### src/rtl/mdio_pkg.sv
package mdio_pkg;
  localparam int DATA_W     = 16;
  localparam int ADDR_W     = 5;
  localparam int FIELD_W    = ADDR_W + 1;
  localparam int REG_LSB    = DATA_W;
  localparam int PHY_LSB    = REG_LSB + FIELD_W;
  localparam int OP_BIT     = PHY_LSB + FIELD_W;
  localparam int CMD_W      = OP_BIT + 1;
  localparam int RVAL_BIT   = OP_BIT + 1;
  localparam int BUSY_BIT   = OP_BIT + 2;
  localparam int RDATA_W    = 32;
  localparam int PRE_LEN    = 32;
  localparam int TA_START   = PRE_LEN + 4 + 2 * ADDR_W;
  localparam int DATA_START = TA_START + 2;
  localparam int FRAME_LEN  = DATA_START + DATA_W;
  localparam int BIT_W      = $clog2(FRAME_LEN);

  typedef struct packed {
    logic              is_read;
    logic [ADDR_W-1:0] phy;
    logic [ADDR_W-1:0] regad;
    logic [DATA_W-1:0] wdata;
  } mdio_cmd_t;

  // Complete serial image of one frame, first bit in the MSB.
  function automatic logic [FRAME_LEN-1:0] build_frame(input mdio_cmd_t c);
    logic [1:0]        op;
    logic [1:0]        ta;
    logic [DATA_W-1:0] dat;
    op  = c.is_read ? 2'b10 : 2'b01;
    ta  = c.is_read ? 2'b11 : 2'b10;
    dat = c.is_read ? {DATA_W{1'b1}} : c.wdata;
    return {{PRE_LEN{1'b1}}, 2'b01, op, c.phy, c.regad, ta, dat};
  endfunction
endpackage

### src/rtl/mdio_clkdiv.sv
module mdio_clkdiv #(
  parameter int HALF_DIV = 4
) (
  input  logic clk,
  input  logic rst_n,
  input  logic run,
  output logic mdc,
  output logic rise_evt,
  output logic fall_evt
);
  logic mdc_q, mdc_d;
  logic wrap;

  generate
    if (HALF_DIV > 1) begin : g_count
      localparam int CW = $clog2(HALF_DIV);
      logic [CW-1:0] cnt_q, cnt_d;

      assign wrap = (cnt_q == CW'(HALF_DIV - 1));

      always_comb begin
        cnt_d = cnt_q;
        if (!run)      cnt_d = '0;
        else if (wrap) cnt_d = '0;
        else           cnt_d = cnt_q + 1'b1;
      end

      always_ff @(posedge clk or negedge rst_n) begin
        if (!rst_n) cnt_q <= '0;
        else        cnt_q <= cnt_d;
      end
    end else begin : g_direct
      assign wrap = 1'b1;
    end
  endgenerate

  always_comb begin
    mdc_d = mdc_q;
    if (!run)      mdc_d = 1'b0;
    else if (wrap) mdc_d = ~mdc_q;
  end

  always_ff @(posedge clk or negedge rst_n) begin
    if (!rst_n) mdc_q <= 1'b0;
    else        mdc_q <= mdc_d;
  end

  assign mdc      = mdc_q;
  assign rise_evt = run & wrap & ~mdc_q;
  assign fall_evt = run & wrap &  mdc_q;
endmodule

### src/rtl/mdio_frame_eng.sv
module mdio_frame_eng
  import mdio_pkg::*;
(
  input  logic              clk,
  input  logic              rst_n,
  input  logic              start,
  input  mdio_cmd_t         cmd,
  input  logic              rise_evt,
  input  logic              fall_evt,
  input  logic              mdio_i,
  output logic              run,
  output logic              done,
  output logic [DATA_W-1:0] rd_data,
  output logic              mdio_o,
  output logic              mdio_oe
);
  logic                 run_q, run_d;
  logic [BIT_W-1:0]     bit_q, bit_d;
  logic [FRAME_LEN-1:0] frame_q, frame_d;
  logic                 rd_q, rd_d;
  logic [DATA_W-1:0]    rx_q, rx_d;
  logic                 last_bit;

  assign last_bit = (bit_q == BIT_W'(FRAME_LEN - 1));
  assign done     = run_q & fall_evt & last_bit;

  always_comb begin
    run_d   = run_q;
    bit_d   = bit_q;
    frame_d = frame_q;
    rd_d    = rd_q;
    rx_d    = rx_q;
    if (start && !run_q) begin
      run_d   = 1'b1;
      bit_d   = '0;
      frame_d = build_frame(cmd);
      rd_d    = cmd.is_read;
      rx_d    = '0;
    end else if (run_q) begin
      if (rise_evt && rd_q && (bit_q >= BIT_W'(DATA_START)))
        rx_d = {rx_q[DATA_W-2:0], mdio_i};
      if (fall_evt) begin
        if (last_bit) begin
          run_d = 1'b0;
        end else begin
          bit_d   = bit_q + 1'b1;
          frame_d = {frame_q[FRAME_LEN-2:0], 1'b0};
        end
      end
    end
  end

  always_ff @(posedge clk or negedge rst_n) begin
    if (!rst_n) begin
      run_q   <= 1'b0;
      bit_q   <= '0;
      frame_q <= '0;
      rd_q    <= 1'b0;
      rx_q    <= '0;
    end else begin
      run_q   <= run_d;
      bit_q   <= bit_d;
      frame_q <= frame_d;
      rd_q    <= rd_d;
      rx_q    <= rx_d;
    end
  end

  assign run     = run_q;
  assign rd_data = rx_q;
  assign mdio_o  = run_q ? frame_q[FRAME_LEN-1] : 1'b1;
  assign mdio_oe = run_q & (~rd_q | (bit_q < BIT_W'(TA_START)));
endmodule

### src/rtl/mdio_host_reg.sv
module mdio_host_reg
  import mdio_pkg::*;
(
  input  logic               clk,
  input  logic               rst_n,
  input  logic               cmd_wr,
  input  logic [CMD_W-1:0]   cmd_wdata,
  input  logic               busy,
  input  logic               done,
  input  logic [DATA_W-1:0]  rd_data,
  output logic               start,
  output mdio_cmd_t          cmd_new,
  output logic [RDATA_W-1:0] reg_rdata
);
  logic              fields_ok;
  logic              rd_q, rd_d;
  logic [ADDR_W-1:0] phy_q, phy_d;
  logic [ADDR_W-1:0] regad_q, regad_d;
  logic [DATA_W-1:0] data_q, data_d;
  logic              rval_q, rval_d;

  assign cmd_new.is_read = cmd_wdata[OP_BIT];
  assign cmd_new.phy     = cmd_wdata[PHY_LSB +: ADDR_W];
  assign cmd_new.regad   = cmd_wdata[REG_LSB +: ADDR_W];
  assign cmd_new.wdata   = cmd_wdata[DATA_W-1:0];

  assign fields_ok = ~cmd_wdata[PHY_LSB + FIELD_W - 1] & ~cmd_wdata[REG_LSB + FIELD_W - 1];
  assign start     = cmd_wr & ~busy & fields_ok;

  always_comb begin
    rd_d    = rd_q;
    phy_d   = phy_q;
    regad_d = regad_q;
    data_d  = data_q;
    rval_d  = rval_q;
    if (start) begin
      rd_d    = cmd_new.is_read;
      phy_d   = cmd_new.phy;
      regad_d = cmd_new.regad;
      data_d  = cmd_new.is_read ? '0 : cmd_new.wdata;
      rval_d  = 1'b0;
    end else if (done && rd_q) begin
      data_d  = rd_data;
      rval_d  = 1'b1;
    end
  end

  always_ff @(posedge clk or negedge rst_n) begin
    if (!rst_n) begin
      rd_q    <= 1'b0;
      phy_q   <= '0;
      regad_q <= '0;
      data_q  <= '0;
      rval_q  <= 1'b0;
    end else begin
      rd_q    <= rd_d;
      phy_q   <= phy_d;
      regad_q <= regad_d;
      data_q  <= data_d;
      rval_q  <= rval_d;
    end
  end

  assign reg_rdata = {1'b0, busy, rval_q, rd_q, 1'b0, phy_q, 1'b0, regad_q, data_q};
endmodule

### src/rtl/mdio_mgmt_ctrl.sv
module mdio_mgmt_ctrl
  import mdio_pkg::*;
#(
  parameter int HALF_DIV = 4
) (
  input  logic               clk,
  input  logic               rst_n,
  input  logic               cmd_wr,
  input  logic [CMD_W-1:0]   cmd_wdata,
  output logic [RDATA_W-1:0] reg_rdata,
  output logic               mdc,
  output logic               mdio_o,
  output logic               mdio_oe,
  input  logic               mdio_i
);
  logic [1:0]        rst_sync_q;
  logic              rst_int_n;
  logic              start, run, done, rise_evt, fall_evt;
  mdio_cmd_t         cmd_new;
  logic [DATA_W-1:0] rd_data;

  // Reset asserts at once and is released on a clock edge.
  always_ff @(posedge clk or negedge rst_n) begin
    if (!rst_n) rst_sync_q <= 2'b00;
    else        rst_sync_q <= {rst_sync_q[0], 1'b1};
  end
  assign rst_int_n = rst_sync_q[1];

  mdio_host_reg u_host (
    .clk       (clk),
    .rst_n     (rst_int_n),
    .cmd_wr    (cmd_wr),
    .cmd_wdata (cmd_wdata),
    .busy      (run),
    .done      (done),
    .rd_data   (rd_data),
    .start     (start),
    .cmd_new   (cmd_new),
    .reg_rdata (reg_rdata)
  );

  mdio_clkdiv #(.HALF_DIV(HALF_DIV)) u_div (
    .clk      (clk),
    .rst_n    (rst_int_n),
    .run      (run),
    .mdc      (mdc),
    .rise_evt (rise_evt),
    .fall_evt (fall_evt)
  );

  mdio_frame_eng u_eng (
    .clk      (clk),
    .rst_n    (rst_int_n),
    .start    (start),
    .cmd      (cmd_new),
    .rise_evt (rise_evt),
    .fall_evt (fall_evt),
    .mdio_i   (mdio_i),
    .run      (run),
    .done     (done),
    .rd_data  (rd_data),
    .mdio_o   (mdio_o),
    .mdio_oe  (mdio_oe)
  );
endmodule

### config.mk
export PLATFORM = sky130hd
export DESIGN_NAME = mdio_mgmt_ctrl
export DESIGN_NICKNAME = d
export VERILOG_FILES = /design/src/rtl/mdio_pkg.sv /design/src/rtl/mdio_clkdiv.sv /design/src/rtl/mdio_frame_eng.sv /design/src/rtl/mdio_host_reg.sv /design/src/rtl/mdio_mgmt_ctrl.sv
export SDC_FILE = /design/constraint.sdc
export NUM_CORES = 1
export LEC_CHECK = 0
export CORE_AREA = 2 2 94 96
export DETAILED_ROUTE_END_ITERATION = 10
export DIE_AREA = 0 0 96 98
export DONT_BUFFER_PORTS = 1
export HOLD_SLACK_MARGIN = 0.06
export PLACE_DENSITY_LB_ADDON = 0.15
export SYNTH_ARGS = -nofsm -noshare
export SYNTH_HDL_FRONTEND = slang
export SYNTH_HIERARCHICAL = 1
export SYNTH_SLANG_ARGS = --single-unit
### constraint.sdc
create_clock -name clk -period 9.65 [get_ports clk]
set_input_delay 0.4825 -clock clk [delete_from_list [all_inputs] [get_ports clk]]
set_output_delay 0.4825 -clock clk [all_outputs]
set_load 0.02 [all_outputs]
# Yosys cells after proc, flatten, opt, wreduce, memory -nomap -nowiden
# Index checks and enable logic that the tools add are counted.
# classes
n_bitwise	15
reduce_logical	11
n_lt_le_gt_ge	2
eq_ne	4
muxes	28
addsub	2
# op_table
cell	count
$mux W64	4
$mux W16	7
$mux W6	4
$mux W1	10
$and A1 B1 Y1	9
$reduce_bool A2 Y1	4
$add A6 B1 Y6 const B	1
$eq A6 B6 Y1 const B	1
$ge A6 B6 Y1 const B	1
$lt A6 B6 Y1 const B	1
$mux W2	3
$not A1 Y1	5
$logic_and A1 B1 Y1	4
$reduce_and A3 Y1	1
$add A2 B1 Y2 const B	1
$eq A2 B2 Y1 const B	1
$ne A2 B1 Y1 const B	1
$ne A2 B2 Y1 const B	1
$reduce_and A2 Y1	1
$logic_not A1 Y1	1
$or A1 B1 Y1	1
# word_totals
ff_bits	121
out_inout_bits	35
in_bits	33
wordCells	75

# Depth between registers and ports, before layout
# depth
word_depth	8
mapped_depth	9
mapped_depth_nobuf	7

# Cells and area by module
# The synthesis kept the hierarchy.
# modules_own_cells
module	n_inst	seq_area_each_um2	cells_each	area_each_um2
mdio_frame_eng	1	2202.1	415	3748.6
mdio_host_reg	1	700.7	131	1506.4
mdio_clkdiv	1	75.1	11	131.4
mdio_mgmt_ctrl	1	50.0	3	53.8

# Worst setup path before layout
# OpenSTA, ideal clock, no wires.
# synth_path
path_type	register -> register
startpoint	reg u_eng.run_q, in the netlist u_eng/run
endpoint	reg u_eng.frame_q[23]
required_ns	9.584
setup_ns	0.066
arrival_time_ns	2.115
synth_period_minus_slack_ns	2.181
path_buffers	3
slack_ns	7.469
stages_incl_launch_ff	8
cell_sequence	dfrtp_1 nor4b_4 buf_2 nor2b_1 buf_2 buf_1 a22oi_1 nand2_1
# synth_via
elab_chain_cells	6
elab_cells_between_ends	12
cone_classes	1 x eq/ne; 1 x mux; 5 x bitwise; 5 x reduce/logical
# synth_lines
item	line_no	source
from (decl)	mdio_frame_eng.sv:17	logic run_q, run_d;
from (signal assigned)	mdio_frame_eng.sv:61	run_q <= run_d;
$not A1 Y1 *	mdio_host_reg.sv:28	assign start = cmd_wr & ~busy & fields_ok;
$and A1 B1 Y1 * (2 in series)	mdio_host_reg.sv:28	
net start	mdio_mgmt_ctrl.sv:18	logic start, run, done, rise_evt, fall_evt;
$logic_and A1 B1 Y1 *	mdio_frame_eng.sv:33	if (start && !run_q) begin
$ne A2 B2 Y1 (no source line) or $reduce_bool A2 Y1 (tied branches)	n/a	
$reduce_and A3 Y1 (no source line)	n/a	
to (signal assigned)	mdio_frame_eng.sv:63	frame_q <= frame_d;
to (decl)	mdio_frame_eng.sv:19	logic [FRAME_LEN-1:0] frame_q, frame_d;
# Mark *: on every way through the listed nets, which the timed path passes. The rest lies on a longest branch.
# A chain may end at the register's enable or synchronous reset.

# Final worst setup path
# layout_path
startpoint	reg u_eng.run_q, in the netlist u_eng/run
endpoint	reg u_eng.frame_q[29]
# Same word-level chain as after synthesis.

==> metrics.log <==
INFO  metric firstDrtPassIters = 5
INFO  metric synth_seq_area_share = between 50% and 60%
INFO  metric cp-end-kind = register
INFO  metric final_nets = 553
INFO  metric gr-usage-met2 = between 30% and 40%
INFO  metric design.core.area = about 0.0085 sq mm
INFO  metric track_usage = between 20% and 30%
INFO  metric number_of_filler_instances_in_the_final_layout = roughly 630
INFO  metric detail_route.wirelength = around 11000 um
INFO  metric die-height = 98 um
INFO  metric layoutNonFillerInstCount = between 600 and 700
INFO  metric layout-drive-gt1-share = about a tenth
INFO  metric yosysTopAreaCell = dfrtp_1
INFO  metric clock_pin_transition_on_the_worst_setup_and_hold_timing_paths = around 0.060 ns
INFO  metric die_width = between 90 and 100 um
INFO  metric finalWorstSetupSlack = around 7 ns
INFO  metric achievable-frequency = 0.375 GHz
INFO  metric timing.max_slew.rel_slack = 26.3%
INFO  metric use_met1 = between 30% and 40%
INFO  metric cts_inserted_buffers = 17
INFO  metric grt_first_pass_wirelength = 18500 um
INFO  metric initial_core_util = about 64%
INFO  metric viasPerCell = approximately 6
INFO  metric dp_hpwl = between 6000 and 7000 um
INFO  metric gpl.final_weighted_congestion = roughly 0.85
INFO  metric rsz0062_at_grt = no
INFO  metric outcome = completed
INFO  metric global_route.usage.met3 = under 10%
INFO  metric r2r_setup_slack = approximately 7.0 ns
INFO  metric placement_rows = 34
INFO  metric detailedRoute.firstIterationViolations = between 200 and 300
INFO  metric worst_hold_path.endpoint = u_eng/rd_data[0]
INFO  metric synth.lib_cells_used.distinct = 41
INFO  metric antenna_left = 0
INFO  metric antenna_violations_before_repair = 0
INFO  metric holdCritStartpoint = mdio_i
INFO  metric post_synthesis_instance_area = between 0.005 and 0.006 sq mm
INFO  metric ctsHtreeMaxLevel = 4
INFO  metric cpPeakStageDelay = between 0.6 and 0.7 ns
INFO  metric avgSynthCellArea = between 9 and 10 sq um
INFO  metric final_slew_viol_count = 0
INFO  metric power.leakage = 2.72 nW
INFO  metric reg2reg_depth = 6
INFO  metric placed_cells = 606
INFO  metric timing.critical_path.cells = nor4b_4 -> buf_4 -> nor2b_4 -> buf_4 -> nor3_1 -> a211oi_2
INFO  metric fin_setup_tns = 0 ns
INFO  metric timing.final.crit_share = roughly 28%
INFO  metric postSynthCellCount = 560
INFO  metric cts_tree = yes
INFO  metric route.detailed.wl_per_inst = about 17 um
INFO  metric timing.hold.worst.class = in -> reg
INFO  metric number_of_design_rule_violations_left_after_detail_routing = 0
INFO  metric hold_depth = 2
INFO  metric clock_tree.root_cell = clkbuf_8
INFO  metric worstSkewPairLatency = 0.50 ns
INFO  metric antennaDiodeCount = 0
INFO  metric finalSetupViolCount = 0
INFO  metric final_period_minus_worst_setup_slack = around 2.7 ns
INFO  metric count_of_buffers_from_port_buffering = 0
INFO  metric crit_fanout = 67
INFO  metric synth.ff_latch_count = roughly 120
INFO  metric dp_slack = about 7.0 ns
INFO  metric grt_start_max_net_pins = 82
INFO  metric via_count = between 3000 and 4000
INFO  metric cpMostUsedCell = buf_4
INFO  metric syn2layout_area_growth = 8.56%
INFO  metric crit_required = a little over 10 ns
INFO  metric worst-endpoint-arrival = around 3.1 ns
INFO  metric globalRoute.busiestLayer = met2
INFO  metric timing.critical_path.slowest_stage_cell = dfrtp_1
INFO  metric yosys_warnings = 6
INFO  metric synthDominantCellAreaShare = ~56%
INFO  metric maxCapViolations = 0
INFO  metric clock_skew = approximately 0.01 ns
INFO  metric critical_path.startpoint_type = register
INFO  metric yosys-top-cells-area = dfrtp_1 (56%), nand2_1 (5.4%), buf_4 (5.0%), nor2_1 (4.8%), nor3_1 (4.6%)
INFO  metric vias_in_the_first_global_route = ~3800
INFO  metric clk_path_buf_depth = 2
INFO  metric regToRegEndpoint = u_eng/frame_q[29]
INFO  metric clock_sinks = around 120
INFO  metric critPathKind = reg -> reg
INFO  metric cellPowerDensity = approximately 350 mW/mm^2
INFO  metric die_area = approximately 0.0094 sq mm
INFO  metric rr_startpoint = u_eng/run
INFO  metric number_of_primary_i_o_pins = a little under 70
INFO  metric final-hold-violation-count = 0
INFO  metric grt_remaining_overflow = 0
INFO  metric cts.repair.resized = 0
INFO  metric irDropWorstVdd = slightly above 0.2 mV
INFO  metric max_slew.worst_pin.slew = between 1 and 1.5 ns
cell usage after synthesis (all sizes together):
cell,count
a211oi,1
a21oi,37
a22oi,10
a31oi,2
and2,3
and3,2
buf,56
clkbuf,14
conb,2
dfrtp,121
ha,2
inv,1
mux2,11
mux2i,18
nand2,79
nand2b,2
nand3,30
nand3b,16
nand4,1
nor2,70
nor2b,1
nor3,50
nor3b,1
nor4b,2
o21a,1
o21ai,22
o311ai,1
o31ai,1
o41ai,1
or2,1
xor2,1
metrics by stage:
stage | utilization (%) | hold WS [ns] | area [sq um] | total power [W]
floorplan | - | 0.187 | 5450 | 0.00126
global placement | 61.7 | 0.187 | 5230 | 0.00132
detailed placement | 61.7 | 0.187 | 5230 | 0.00135
CTS | 69.8 | 0.0687 | 5910 | 0.00207
global route | 69.8 | 0.0870 | 5910 | 0.00218
finish | 69.8 | 0.0908 | 5910 | 0.00205
final cells by class:
| class | instances | area [sq um] | share of cell area [%] |
|---|---|---|---|
| multi-input cells | 370 | 2010 | 34.0 |
| inverters | 1 | 3.75 | 0.0636 |
| repair buffers | 7 | 55.1 | 0.932 |
| flip-flops and latches | 121 | 3030 | 51.3 |
| clock buffers | 22 | 483 | 8.18 |
| clock inverters | 10 | 188 | 3.18 |
| well taps | 108 | 135 | 2.29 |
flip-flops by register name (all words and copies together) (netlist names):
signal	count
rst_sync_q	2
u_div/g_count.cnt_q	2
u_div/mdc	1
u_eng/bit_q	6
u_eng/frame_q	64
u_eng/rd_data	16
u_eng/rd_q	1
u_eng/run	1
u_host/data_q	16
u_host/phy_q	5
u_host/rd_q	1
u_host/regad_q	5
u_host/rval_q	1
worst max-delay path, delay by kind of cell, from the launching register on:
family          cells  cell delay, ns
buf+inv             2            0.99
simple gates        3            0.70
flops               1            0.62
compound gates      1            0.22
power by group:
| group | internal [W] | switching (W) | total [W] |
|---|---|---|---|
| combinational | 0.000161 | 0.000181 | 0.000342 |
| sequential | 0.000751 | 0.000256 | 0.00101 |
| clock | 0.000481 | 0.000225 | 0.000706 |
| total | 0.00139 | 0.000661 | 0.00205 |
cell families (layout without fill, tap and decap cells):
group	count (synthesis)	count (layout)	share of synthesized area (%)
AND/OR/NAND/NOR	258	258	21.8
flip-flops	121	121	55.7
AO/OA/AOI/OAI	76	76	8.30
buffers and inverters	71	40	7.89
multiplexers	29	29	5.59
adder cells (fa/ha/maj)	2	2	0.460
other	2	4	0.138
XOR/XNOR	1	1	0.161
layer usage:
metal / routed length (um) / part of all wire (%)
met4: 191 / 1.7
met5: 0 / 0
met2: 5320 / 48
met1: 4910 / 45
met3: 558 / 5.1
worst max path at each step:
stage,endpoint,depth (start not counted),slack (ns),start
4_1_cts,u_eng/frame_q[29],6,6.97,u_eng/run
3_3_place_gp,u_eng/frame_q[29],6,7.08,u_eng/run
2_1_floorplan,u_div/g_count.cnt_q[0],0,6.03,rst_sync_q[1]
5_1_grt,u_eng/frame_q[29],6,6.77,u_eng/run
3_5_place_dp,u_eng/frame_q[29],6,6.98,u_eng/run
6_report,u_eng/frame_q[29],6,6.98,u_eng/run
layout by cell type, fill, tap and decap left out, types with 2 or more instances in the layout:
cell	instances
nand2_1	78
a22oi_1	10
mux2i_1	18
clkbuf_8	6
clkinvlp_4	2
nand3b_1	16
buf_4	6
dfrtp_1	120
clkbuf_16	16
o21ai_0	18
o21ai_1	3
nand3_1	30
bufinv_16	5
clkinv_4	2
nor2_1	70
mux2_2	5
conb_1	4
and2_1	3
nand2b_1	2
ha_1	2
a21oi_1	36
mux2_1	6
nor3_1	50
what timing repair did:
| item | CTS | global route |
|---|---|---|
| hold buffers | 1 | 0 |
| setup buffers | 0 | 0 |
| hold endpoints to repair | 2 | 0 |
| endpoints found under the setup margin | 0 | 0 |
Power figures use the tool's default switching activity.
